`config.mk`:
```
export PLATFORM = sky130hd
export DESIGN_NAME = tile_addr_gen
export DESIGN_NICKNAME = d
export VERILOG_FILES = /design/src/rtl/tile_addr_pkg.sv /design/src/rtl/tile_mode_decode.sv /design/src/rtl/tile_row_term.sv /design/src/rtl/tile_local_term.sv /design/src/rtl/tile_out_stage.sv /design/src/rtl/tile_addr_gen.sv
export SDC_FILE = /design/constraint.sdc
export NUM_CORES = 1
export LEC_CHECK = 0
export CORE_ASPECT_RATIO = 1.4
export CORE_MARGIN = 3
export CORE_UTILIZATION = 50
export DETAILED_ROUTE_END_ITERATION = 6
export GPL_ROUTABILITY_DRIVEN = 0
export PLACE_DENSITY = 0.79
export SLEW_MARGIN = 25
export SYNTH_ARGS = -nofsm -noshare
export SYNTH_HDL_FRONTEND = slang
export SYNTH_SLANG_ARGS = --single-unit
```
`constraint.sdc`:
```
create_clock -name clk_i -period 1.11 [get_ports clk_i]
set_input_delay 0.2775 -clock clk_i [delete_from_list [all_inputs] [get_ports clk_i]]
set_output_delay 0.2775 -clock clk_i [all_outputs]
set_load 0.005 [all_outputs]
```
`src/rtl/tile_addr_pkg.sv`:
```
package tile_addr_pkg;
  typedef enum logic [1:0] {
    LAYOUT_LINEAR     = 2'd0,
    LAYOUT_MICRO      = 2'd1,
    LAYOUT_MACRO      = 2'd2,
    LAYOUT_MACRO_MICRO = 2'd3
  } layout_e;

  localparam int unsigned MACRO_TILE_LG = 11; // 2048-byte tile
  localparam int unsigned MICRO_TILE_LG = 5;  // 32-byte tile
endpackage

```
`src/rtl/tile_mode_decode.sv`:
```
module tile_mode_decode
  import tile_addr_pkg::*;
(
  input  logic    bypass_i,
  input  logic    macro_i,
  input  logic    micro_i,
  output layout_e layout_o
);
  always_comb begin
    if (bypass_i)             layout_o = LAYOUT_LINEAR;
    else if (macro_i && micro_i) layout_o = LAYOUT_MACRO_MICRO;
    else if (macro_i)         layout_o = LAYOUT_MACRO;
    else if (micro_i)         layout_o = LAYOUT_MICRO;
    else                      layout_o = LAYOUT_LINEAR;
  end
endmodule

```
`src/rtl/tile_row_term.sv`:
```
// Shared multiplier: row index times row stride, scaled to bytes.
module tile_row_term
  import tile_addr_pkg::*;
#(
  parameter int unsigned YW = 12,
  parameter int unsigned PW = 14,
  parameter int unsigned OW = 24
) (
  input  layout_e       layout_i,
  input  logic          bpp4_i,
  input  logic [YW-1:0] y_i,
  input  logic [PW-1:0] pitch_i,
  output logic [OW-1:0] row_o
);
  localparam int unsigned MW = YW + PW;
  localparam int unsigned SW = MW + MACRO_TILE_LG;

  logic [1:0]    lg;
  logic [YW-1:0] mul_a;
  logic [PW-1:0] mul_b;
  logic [PW:0]   pitch_up;
  logic [3:0]    row_sh;
  logic [MW-1:0] prod;
  logic [SW-1:0] prod_sh;

  assign lg       = bpp4_i ? 2'd2 : 2'd1;
  assign pitch_up = {1'b0, pitch_i} + (PW+1)'(31);

  always_comb begin
    unique case (layout_i)
      LAYOUT_MICRO: begin
        mul_a  = y_i;
        mul_b  = PW'(pitch_up >> MICRO_TILE_LG);
        row_sh = 4'(MICRO_TILE_LG);
      end
      LAYOUT_MACRO: begin
        mul_a  = y_i >> 3;
        mul_b  = pitch_i >> (4'd8 - 4'(lg));
        row_sh = 4'(MACRO_TILE_LG);
      end
      LAYOUT_MACRO_MICRO: begin
        mul_a  = y_i >> 4;
        mul_b  = pitch_i >> (4'd7 - 4'(lg));
        row_sh = 4'(MACRO_TILE_LG);
      end
      default: begin
        mul_a  = y_i;
        mul_b  = pitch_i;
        row_sh = 4'd0;
      end
    endcase
  end

  assign prod    = MW'(mul_a) * MW'(mul_b);
  assign prod_sh = SW'(prod) << row_sh;
  assign row_o   = OW'(prod_sh);
endmodule

```
`src/rtl/tile_local_term.sv`:
```
// Position inside a row of tiles: column tiles, sub-blocks, row interleave.
module tile_local_term
  import tile_addr_pkg::*;
#(
  parameter int unsigned XW = 12,
  parameter int unsigned YW = 12,
  parameter int unsigned OW = 24
) (
  input  layout_e       layout_i,
  input  logic          bpp4_i,
  input  logic [XW-1:0] x_i,
  input  logic [YW-1:0] y_i,
  output logic [OW-1:0] local_o
);
  logic [1:0]    lg;
  logic [OW-1:0] x_bytes;
  logic [OW-1:0] mm_col, mm_sub, mm_pix, mm_row;
  logic [OW-1:0] ma_col, ma_sub, ma_pix, ma_row;

  assign lg      = bpp4_i ? 2'd2 : 2'd1;
  assign x_bytes = OW'(x_i) << lg;

  // macro plus micro: 128-byte-wide macro rows, 16-byte micro rows, row pairs interleaved
  assign mm_col = OW'(x_i >> (4'd7 - 4'(lg))) << MACRO_TILE_LG;
  assign mm_sub = OW'((x_i >> (4'd4 - 4'(lg))) & XW'(7)) << MICRO_TILE_LG;
  assign mm_pix = OW'(x_i & ((XW'(1) << (4'd4 - 4'(lg))) - XW'(1))) << lg;
  assign mm_row = (OW'(y_i[3:1]) << 8) + (OW'(y_i[0]) << 4);

  // macro only: 256-byte-wide macro rows, 32-byte micro tiles
  assign ma_col = OW'(x_i >> (4'd8 - 4'(lg))) << MACRO_TILE_LG;
  assign ma_sub = OW'((x_i >> (4'd5 - 4'(lg))) & XW'(7)) << MICRO_TILE_LG;
  assign ma_pix = OW'(x_i & ((XW'(1) << (4'd5 - 4'(lg))) - XW'(1))) << lg;
  assign ma_row = OW'(y_i[2:0]) << 8;

  always_comb begin
    unique case (layout_i)
      LAYOUT_MACRO_MICRO: local_o = mm_col + mm_sub + mm_pix + mm_row;
      LAYOUT_MACRO:       local_o = ma_col + ma_sub + ma_pix + ma_row;
      // micro only and linear both reduce to x*bpp along a row
      default:            local_o = x_bytes;
    endcase
  end
endmodule

```
`src/rtl/tile_out_stage.sv`:
```
module tile_out_stage #(
  parameter int unsigned OW = 24
) (
  input  logic          clk_i,
  input  logic          rst_ni,
  input  logic          in_valid_i,
  output logic          in_ready_o,
  input  logic [OW-1:0] in_data_i,
  output logic          out_valid_o,
  input  logic          out_ready_i,
  output logic [OW-1:0] out_data_o
);
  logic          vld_q;
  logic [OW-1:0] data_q;

  assign in_ready_o  = !vld_q || out_ready_i;
  assign out_valid_o = vld_q;
  assign out_data_o  = data_q;

  always_ff @(posedge clk_i or negedge rst_ni) begin
    if (!rst_ni) begin
      vld_q  <= 1'b0;
      data_q <= '0;
    end else if (in_valid_i && in_ready_o) begin
      vld_q  <= 1'b1;
      data_q <= in_data_i;
    end else if (out_ready_i) begin
      vld_q  <= 1'b0;
    end
  end
endmodule

```
`src/rtl/tile_addr_gen.sv`:
```
module tile_addr_gen
  import tile_addr_pkg::*;
#(
  parameter int unsigned XW = 12,
  parameter int unsigned YW = 12,
  parameter int unsigned PW = 14,
  parameter int unsigned OW = 24
) (
  input  logic          clk_i,
  input  logic          rst_ni,
  input  logic          req_valid_i,
  output logic          req_ready_o,
  input  logic [XW-1:0] x_i,
  input  logic [YW-1:0] y_i,
  input  logic [PW-1:0] pitch_i,
  input  logic          bpp4_i,
  input  logic          macro_tile_i,
  input  logic          micro_tile_i,
  input  logic          bypass_i,
  output logic          out_valid_o,
  input  logic          out_ready_i,
  output logic [OW-1:0] offset_o
);
  layout_e       layout;
  logic [OW-1:0] row_term, local_term, offset_d;

  tile_mode_decode i_decode (
    .bypass_i (bypass_i),
    .macro_i  (macro_tile_i),
    .micro_i  (micro_tile_i),
    .layout_o (layout)
  );

  tile_row_term #(.YW(YW), .PW(PW), .OW(OW)) i_row (
    .layout_i (layout),
    .bpp4_i   (bpp4_i),
    .y_i      (y_i),
    .pitch_i  (pitch_i),
    .row_o    (row_term)
  );

  tile_local_term #(.XW(XW), .YW(YW), .OW(OW)) i_local (
    .layout_i (layout),
    .bpp4_i   (bpp4_i),
    .x_i      (x_i),
    .y_i      (y_i),
    .local_o  (local_term)
  );

  assign offset_d = row_term + local_term;

  tile_out_stage #(.OW(OW)) i_out (
    .clk_i       (clk_i),
    .rst_ni      (rst_ni),
    .in_valid_i  (req_valid_i),
    .in_ready_o  (req_ready_o),
    .in_data_i   (offset_d),
    .out_valid_o (out_valid_o),
    .out_ready_i (out_ready_i),
    .out_data_o  (offset_o)
  );
endmodule

```
==> After elaboration in Yosys (flattened, before gate mapping) <==
Index checks and enable logic that the tools add are counted.
{ "totals": {"ram_bits": 0, "n_memories": 0, "romBits": 0, "word_cells": 52, "output_inout_bits": 26, "latchBits": 0, "regBits": 25, "in_bits": 46} }
{ "op_classes": {"muxes": 11, "n_bitwise": 2, "order_cmp": 0, "n_mul": 1, "n_shift": 12, "addsub": 15, "n_reduce_logical": 6, "n_eq_ne": 3, "div": 0} }
{ "ops": {"columns": ["operator", "count"], "rows": [
  ["adder 24 bit", 4],
  ["adder 24 x 8 -> 24 bit", 2],
  ["AND 12 x 24 -> 24 bit", 2],
  ["case mux 24 bit (2 select lines)", 1],
  ["left shift 1 x 4 -> 24 bit (first input constant)", 2],
  ["left shift 24 x 2 -> 24 bit", 2],
  ["subtractor 24 x 1 -> 24 bit (second input constant)", 2],
  ["case mux 14 bit (3 select lines)", 1],
  [">> shifter 14 x 4 -> 14 bit", 2],
  ["multiplier 12 x 14 -> 26 bit", 1],
  ["left shift 26 x 4 -> 24 bit", 1],
  [">> shifter 12 x 4 -> 13 bit", 2],
  ["adder 24 x 11 -> 24 bit", 1],
  ["case mux 12 bit (2 select lines)", 1],
  ["left shift 12 x 2 -> 24 bit", 1],
  [">> shifter 12 x 4 -> 3 bit", 2],
  ["adder 14 x 5 -> 15 bit (second input constant)", 1],
  ["adder 11 x 5 -> 12 bit", 1],
  ["subtractor 3 x 2 -> 4 bit (first input constant)", 3],
  ["two-way mux 2 bit", 4],
  ["case mux 4 bit (2 select lines)", 1],
  ["== test 2 bit (second input constant)", 2],
  ["subtractor 4 x 2 -> 4 bit (first input constant)", 1],
  ["two-way mux 1 bit", 3],
  ["other kinds (6)", 7]
]} }

==> Longest topological paths before layout <==
Gate-level depths: netlist (run 1).
{ "logic_depth": {"word_depth": 10, "ltp_mapped": 40, "ltp_nobuf": 36} }

==> By module <==
Synthesis (run 1) repeated with hierarchy kept, for this count alone.
{ "unflattened": {"hier_cells": 1199, "area_unflattened_um2": 9690.5} }
{ "modules_own_cells": {"columns": ["module", "area_per_inst_um2", "cells_each", "instances"], "rows": [
  ["tile_row_term", 6361.1, 819, 1],
  ["tile_addr_gen", 1241.2, 167, 1],
  ["tile_out_stage", 1043.5, 54, 1],
  ["tile_local_term", 1032.2, 157, 1],
  ["tile_mode_decode", 12.5, 2, 1]
]} }

==> Least setup slack after synthesis (run 1) <==
No wires, ideal clock.
{ "synth_path": {"kind": "input port to flip-flop", "startpoint": "input macro_tile_i", "endpoint": "register i_out.data_q[19], in the netlist i_out.out_data_o[19]", "path_buffers": 4, "required_ns": 0.977, "path_slack_ns": -7.494, "t_arrival_ns": 8.470, "path_stages": 38, "path_cell_list": "nor2b_1 clkbuf_1 buf_1 nand2_1 inv_1 ha_1 clkbuf_1 mux4_2 nor2b_1 a21oi_1 o22a_1 clkbuf_1 nand2_1 fa_1 fa_1 inv_1 fa_1 fa_1 [2 not listed] inv_1 ha_1 and4_1 o21ai_1 and2b_1 o41a_1 xnor2_1 a21oi_1 ha_1 nand3_1 nor2_1 a21oi_1 o31a_1 a21boi_0 o21a_1 nor2_1 xor2_1 o21ai_0"} }
{ "synth_via": {"elab_chain_cells": 8, "word_cells_on_any_way": 15, "cone_classes": "add/sub (1); mul (1); eq/ne (3); shift (1); mux (7); reduce/logical (2)"} }
{ "synth_rtl": {"columns": ["item", "line", "rtl"], "rows": [
  ["from (decl)", "tile_addr_gen.sv:17", "input logic macro_tile_i,"],
  ["two-way mux 2 bit or logical AND 1 bit (tied branches)", "tile_mode_decode.sv:12, tile_mode_decode.sv:11", null],
  ["two-way mux 2 bit (*)", "tile_mode_decode.sv:11", "else if (macro_i && micro_i) layout_o = LAYOUT_MACRO_MICRO;"],
  ["two-way mux 2 bit (*)", "tile_mode_decode.sv:10", "if (bypass_i) layout_o = LAYOUT_LINEAR;"],
  ["== test 2 bit or == test 2 x 1 -> 1 bit (tied branches)", "tile_row_term.sv:30, tile_local_term.sv:36", null],
  ["case mux 14 bit (3 select lines), or another cell as far along", "tile_row_term.sv:30", "unique case (layout_i)"],
  ["multiplier 12 x 14 -> 26 bit or case mux 4 bit (2 select lines) (tied branches)", "tile_row_term.sv:54, tile_row_term.sv:30", null],
  ["left shift 26 x 4 -> 24 bit", "tile_row_term.sv:55", "assign prod_sh = SW'(prod) << row_sh;"],
  ["adder 24 bit (*)", "tile_addr_gen.sv:50", "assign offset_d = row_term + local_term;"],
  ["to (signal assigned)", "tile_out_stage.sv:26", "data_q <= in_data_i;"],
  ["to (decl)", "tile_out_stage.sv:14", "logic [OW-1:0] data_q;"]
]} }
Mark *: on every way between the ends. The rest lies on a longest branch, timed or not.
A chain may end at the register's enable or synchronous reset.

==> Final worst setup path (run 1) <==
{ "layout_path": {"startpoint": "input bypass_i", "endpoint": "register i_out.data_q[19], in the netlist i_out.out_data_o[19]"} }
{ "layout_via": {"elab_chain_cells": 6, "word_cells_on_any_way": 12, "cone_classes": "add/sub (1); mul (1); eq/ne (3); shift (1); mux (5); reduce/logical (1)"} }
{ "layout_rtl": {"columns": ["item", "line", "rtl"], "rows": [
  ["from (decl)", "tile_addr_gen.sv:19", "input logic bypass_i,"],
  ["two-way mux 2 bit (*)", "tile_mode_decode.sv:10", null],
  ["== test 2 bit or == test 2 x 1 -> 1 bit (tied branches)", "tile_row_term.sv:30, tile_local_term.sv:36", null],
  ["case mux 14 bit (3 select lines), or another cell as far along", "tile_row_term.sv:30", null],
  ["multiplier 12 x 14 -> 26 bit or case mux 4 bit (2 select lines) (tied branches)", "tile_row_term.sv:54, tile_row_term.sv:30", null],
  ["left shift 26 x 4 -> 24 bit", "tile_row_term.sv:55", null],
  ["adder 24 bit (*)", "tile_addr_gen.sv:50", null]
]} }
Marked as above.

==> flow_summary.ini, run 1 <==
[placement]
portBuffers = 71
place_inst = 1663
dp_hpwl_microns = 25200

[cts]
cts_made_buffers = 3
clk_pin_slew_ns = 0.07
cts_root_buf = clkbuf_16
clock-sinks = 25
clockBufferDepth = 2
clk_latency_ns = 0.27
cts_tree = yes
cts-hold-fix-buffers = 0
ctsHtreeMaxLevel = 1

[synthesis]
synth_top_area_share_pct = 26.8
synth_edf_count = 0
ys_seq_area_share_pct = 6.92
ys.flop_type = dfrtp_1
synthArstFlopShare_pct = 100
synth_top_cell_by_area = fa_1
ys_warn_count = 0
syn_inst = 1139
ys_types = 75
syn-cell-area_sq_mm = 0.00904
syn_area_per_cell_sq_um = 7.94
synth_seq_cells = 25
yosys-top-cells-area = fa_1 (27%), ha_1 (11%), dfrtp_1 (6.9%), inv_1 (6.9%), nand2_1 (6.9%)

[critical_path]
critPathLaunchType = input pin
crit_path_max_fanout = 7
crit_type = input pin to flop
critPathMaxStageDelay_ns = 0.63
crit_path_frequent_cell = fa_1
crit_slowest_cell = fa_1
cp-end-kind = flop
critPathRequiredTime_ns = 1.25
worstPathArrival_ns = 8.04

[floorplanning]
dieArea_sq_mm = 0.0197
fp.dieH_microns = 165
initial_core_util_pct = 51.5
row_count = 57
pin_count = 72
core_region_area_sq_mm = 0.0175
die_x_microns = 120

[finish]
antenna_cells = 0
fin_cells = 1732
syn2layout_area_growth_pct = 49.4
layout-drive-gt1-share_pct = 39.8
nNetsFinal = 1745

[sta]
fin_crit_sh_pct = 711
hold_viol_final = 0
final.min_clock_period_ns = 7.89
max_freq_mhz = 127
rsz0062_at_grt = yes
slew_headroom_pct = 34.1
maxSlewViolCount = 0
fin_worst_skew_ns = 0.00238
finalSetupViolations = 25
tightest_slew_ns = 0.981
tns_ns = -130.68
fin_ws_ns = -6.78

[grt]
antenna_found_initial = 0
use_met3_pct = 3.54
grt_overflow = 0
grtUsageTotal_pct = 33.1
busiest_layer = met2
grt_pass1_wl_microns = 51700
met1_usage_pct = 33.9
grt_use_met2_pct = 62.1
grt_max_degree = 33
first_global_vias = 10672

[hold_path]
hold_path.class = input pin to asynchronous set/reset pin

[outcome]
violations = DRC, setup timing
outcome = finished, violations left

[drt]
firstDrtPassIters = 7
vias = 10634
drt_iter0_drc = 994
routed_via_density = 6.14
drcViolationCount = 2
routed_wl_microns = 38700
antenna_left = 0
post_drt_wl_per_cell_microns = 22.3

[job]
max-cap-violations = 0
## cells in the final DEF (no fill, tap or decap), types with 12 or more instances in the layout
cell             count
xnor2_1             33
clkdlybuf4s50_1     35
and2_1              28
ha_4                30
nand3_1             16
a21oi_2             20
inv_2               24
buf_6               35
o21ai_2             12
nand2_2             16
nor2b_1             15
buf_2               29
o21ai_1             19
nor2_1              64
o21ai_0             17
mux2i_1             21
xor2_1              24
fa_1               111
inv_1              142
nand2_1            148
dfrtp_1             25
ha_1                45
buf_4              295
a21oi_1             47
## what timing repair did
item                       in CTS  in global routing
setup endpoints to repair      50                 25
hold endpoints to repair        0                  0
pin swaps                      84                101
setup buffers                  33                 36
resized for setup             204                129
## Yosys cell counts, types with 7 or more instances
master    number
and3_1        12
a22oi_1        8
a31oi_1        8
mux2_2        11
xnor2_1       39
nand3_1       21
clkbuf_1      39
nor2_1        72
a21o_1         7
nand2_1      166
o21a_1         9
dfrtp_1       25
xor2_1        28
o21ai_0       45
nand2b_1      11
fa_1         121
nor2b_1       22
o22ai_1       11
nor3_1        15
ha_1          81
inv_1        166
and2_1        33
a211oi_1      11
a21oi_1       70
mux2i_1       21
## state kept, by name, indices dropped and copies added (netlist names)
name and count:
i_out.out_data_o 24, i_out.out_valid_o 1
## per-stage QoR
stage / worst slack, ns / util (%) / instance area, sq um / hold slack, ns
6_report: -6.78 / 77.0 / 13500 / 0.366
5_1_grt: -6.98 / 77.0 / 13500 / 0.372
4_1_cts: -6.36 / 72.6 / 12700 / 0.372
3_5_place_dp: -7.15 / 70.1 / 12300 / 0.473
3_3_place_gp: -6.94 / 70.1 / 12300 / 0.459
2_1_floorplan: -6.23 / - / 9550 / -0.0181
## logic make-up (layout without fill, tap and decap cells)
logic type                 count (synthesis)  in the layout  share of synthesized area (%)
buffers and inverters                    220            572                           9.43
xor gates and xnor gates                  67             67                           6.49
adders and majority gates                202            202                           38.0
DFF                                       25             25                           6.92
other                                      1              6                         0.0415
AOI/OAI and AO/OA                        211            211                           14.6
muxes                                     37             37                           4.94
and+or+nand+nor                          376            376                           19.5
## final timing paths
check | cells past startpoint | from | slack [ns] | endpoint
setup / recovery | 34 | bypass_i | -6.78 | i_out.out_data_o[19]
hold / removal | 2 | rst_ni | 0.37 | i_out.out_data_o[9]
setup reg to reg | 7 | i_out.out_valid_o | -0.22 | i_out.out_data_o[7]
hold reg to reg | 2 | i_out.out_data_o[9] | 0.48 | i_out.out_data_o[9]
max in group asynchronous | 2 | rst_ni | 0.59 | i_out.out_data_o[18]
min in group clk_i | 2 | i_out.out_data_o[9] | 0.48 | i_out.out_data_o[9]
## critical path, delay by kind of cell
kind                     cells  cell delay, ns
multiplexers                 1            0.53
buffers and inverters        4            0.37
AND/OR/NAND/NOR              9            1.28
XOR/XNOR                     2            0.35
adder cells (fa/ha/maj)      8            3.46
AO/OA/AOI/OAI               10            1.71
## metal layers
| metal | part of all wire, % | vias to the layer above |
|---|---|---|
| li1 | - | 4420 |
| met5 | 0 | - |
| met3 | 9.0 | 381 |
| met2 | 49 | 824 |
| met1 | 31 | 5009 |
| met4 | 12 | 0 |
## final cells by class
| type | instances | area, sq um |
|---|---|---|
| Inverter | 167 | 629 |
| Fill cell | 1065 | 4040 |
| Sequential cell | 25 | 626 |
| Clock inverter | 1 | 7.51 |
| Timing Repair Buffer | 401 | 3200 |
| Tap cell | 236 | 295 |
| Clock buffer | 3 | 75.1 |
| Multi-Input combinational cell | 899 | 8680 |
Power of run 1 is not shown: default switching activity piles up to over one toggle a cycle in this logic, so the estimate is an artifact.
==> run 2, diff against run 1 <==
PLACE_DENSITY = 0.76   (was 0.79)
clock period = 9.65 ns   (was 1.11 ns; I/O delays follow)
==> run 2 against run 1 <==
Net effect: the run now ends clean; first-iteration DRC count decreased by 14%; design area decreased by 11%; critical path type unchanged; global-route usage decreased by 4.4 points; non-clock buffer count decreased by 121; register-to-register slack improved by 8.5 ns; hold slack improved by 0.11 ns; sequential share of layout area increased by 0.56 points; critical path depth increased by 1; worst setup slack improved by 6.8 ns; final cell count decreased by 7.0%; core utilization decreased by 8.3 points.
==> flow_summary.ini, run 2 (synthesis results as in run 1) <==
[outcome]
outcome = finished clean

[finish]
syn2layout_area_growth_pct = 33.3
fin_util_pct = 68.7
antenna_cells = 0
largest_reg_flops = 24
layout_common_cells = buf_4 (196), nand2_1 (154), inv_1 (152)
nNetsFinal = 1624
layout-drive-gt1-share_pct = 25.5
layout_commonest_cell = buf_4

[cts]
clock-sinks = 25
cts_made_buffers = 3
clk_latency_ns = 0.26
cts_tree = yes
ctsHtreeMaxLevel = 1
clockBufferDepth = 2
cts_root_buf = clkbuf_16
clk_pin_slew_ns = 0.06
cts-hold-fix-buffers = 0

[placement]
portBuffers = 71
dp_hpwl_microns = 23300

[floorplanning]
fp.dieH_microns = 165
dieArea_sq_mm = 0.0197
pin_count = 72
core_region_area_sq_mm = 0.0175
row_count = 57
initial_core_util_pct = 51.5
die_x_microns = 120

[sta]
tightest_slew_ns = 0.682
slew_headroom_pct = 53.2
finalSetupViolations = 0
fin_worst_skew_ns = 0.00306
max_freq_mhz = 104
maxSlewViolCount = 0
rsz0062_at_grt = yes
final.min_clock_period_ns = 9.64
fin_crit_sh_pct = 99.9
hold_viol_final = 0

[critical_path]
crit_type = input pin to flop
critPathLaunchType = input pin
worstPathArrival_ns = 9.77
reg2reg_from = i_out.out_valid_o
crit_slowest_cell = fa_1
cp-end-kind = flop
critPathRequiredTime_ns = 9.78
critical_path.startpoint = macro_tile_i
crit_path_max_fanout = 7
crit_path_frequent_cell = fa_1
critPathMaxStageDelay_ns = 0.55

[drt]
post_drt_wl_per_cell_microns = 17.7
routed_wl_microns = 28500
drt_iter0_drc = 850
vias = 9049
drcViolationCount = 0
firstDrtPassIters = 5
antenna_left = 0
routed_via_density = 5.62

[grt]
grt_overflow = 0
grtUsageTotal_pct = 28.7
grt_max_degree = 46
first_global_vias = 9409
antenna_found_initial = 0
grt_pass1_wl_microns = 45800

[hold_path]
worstHoldStart = i_out.out_data_o[10]
hold_path.class = flop to flop

[job]
max-cap-violations = 0
## run 2: changes by cell type in the layout (fill, tap and decap cells not counted), moves of 6 or more
cell and delta:
clkdlybuf4s50_1 +25, buf_6 -25, inv_2 -9, ha_1 +25, buf_4 -99, inv_1 +10
ha_4 -20, nand2_1 +6, o21ai_0 +19, o21ai_1 -13, buf_2 -26, a21oi_2 -9
a21oi_1 +13
## run 2: per-layer routing
metal | global-route usage (%) | vias up | share of wire, %
met5 | 0 | - | 0
met1 | 32.5 | 4366 | 36
met3 | 2.86 | 112 | 6.2
met4 | 13.9 | 0 | 5.4
met2 | 53.8 | 398 | 52
li1 | - | 4173 | -
## run 2: worst paths after layout
check                                             to  depth (start not counted)  slack (ns)
worst min register to register  i_out.out_data_o[10]                          2        0.48
worst min-delay path            i_out.out_data_o[10]                          2        0.48
worst max register to register   i_out.out_data_o[1]                          4        8.26
worst max-delay path            i_out.out_data_o[19]                         35        0.01
min in group asynchronous       i_out.out_data_o[10]                          1        2.13
max in group asynchronous       i_out.out_data_o[22]                          1        7.17
## run 2: timing repair
item | CTS | global route
setup buffers | 8 | 14
pin swaps | 48 | 93
gates resized for setup | 52 | 79
setup endpoints to repair | 11 | 11
hold endpoints to repair | 0 | 0
## run 2: metrics by stage
step	worst slack (ns)	cell area (sq um)	setup TNS, ns	hold WS (ns)	instances
after floorplan	0.00266	9240	0	0.473	1144
after global placement	-0.645	11400	-4.39	0.460	1588
after detailed placement	-0.946	11400	-7.50	0.469	1588
after CTS	-0.0508	11700	-0.0508	0.483	1600
after global routing	-0.241	12000	-1.15	0.506	1611
final	0.0127	12000	0	0.477	1611
## run 2: cell type report
cell class | instances | area [sq um]
clock buffers | 3 | 75.1
clock inverters | 1 | 7.51
fillers | 1354 | 5500
inverters | 167 | 627
multi-input cells | 899 | 8060
flip-flops and latches | 25 | 626
well taps | 236 | 295
repair buffers | 280 | 2360
## run 2: critical path, delay by kind of cell
family                   cells  cell delay, ns
AO/OA/AOI/OAI               11            1.75
adder cells (fa/ha/maj)      8            3.18
multiplexers                 1            0.52
XOR/XNOR                     2            0.35
buffers and inverters        6            0.62
AND/OR/NAND/NOR              7            0.94
Power of run 2 is left out for the same reason.
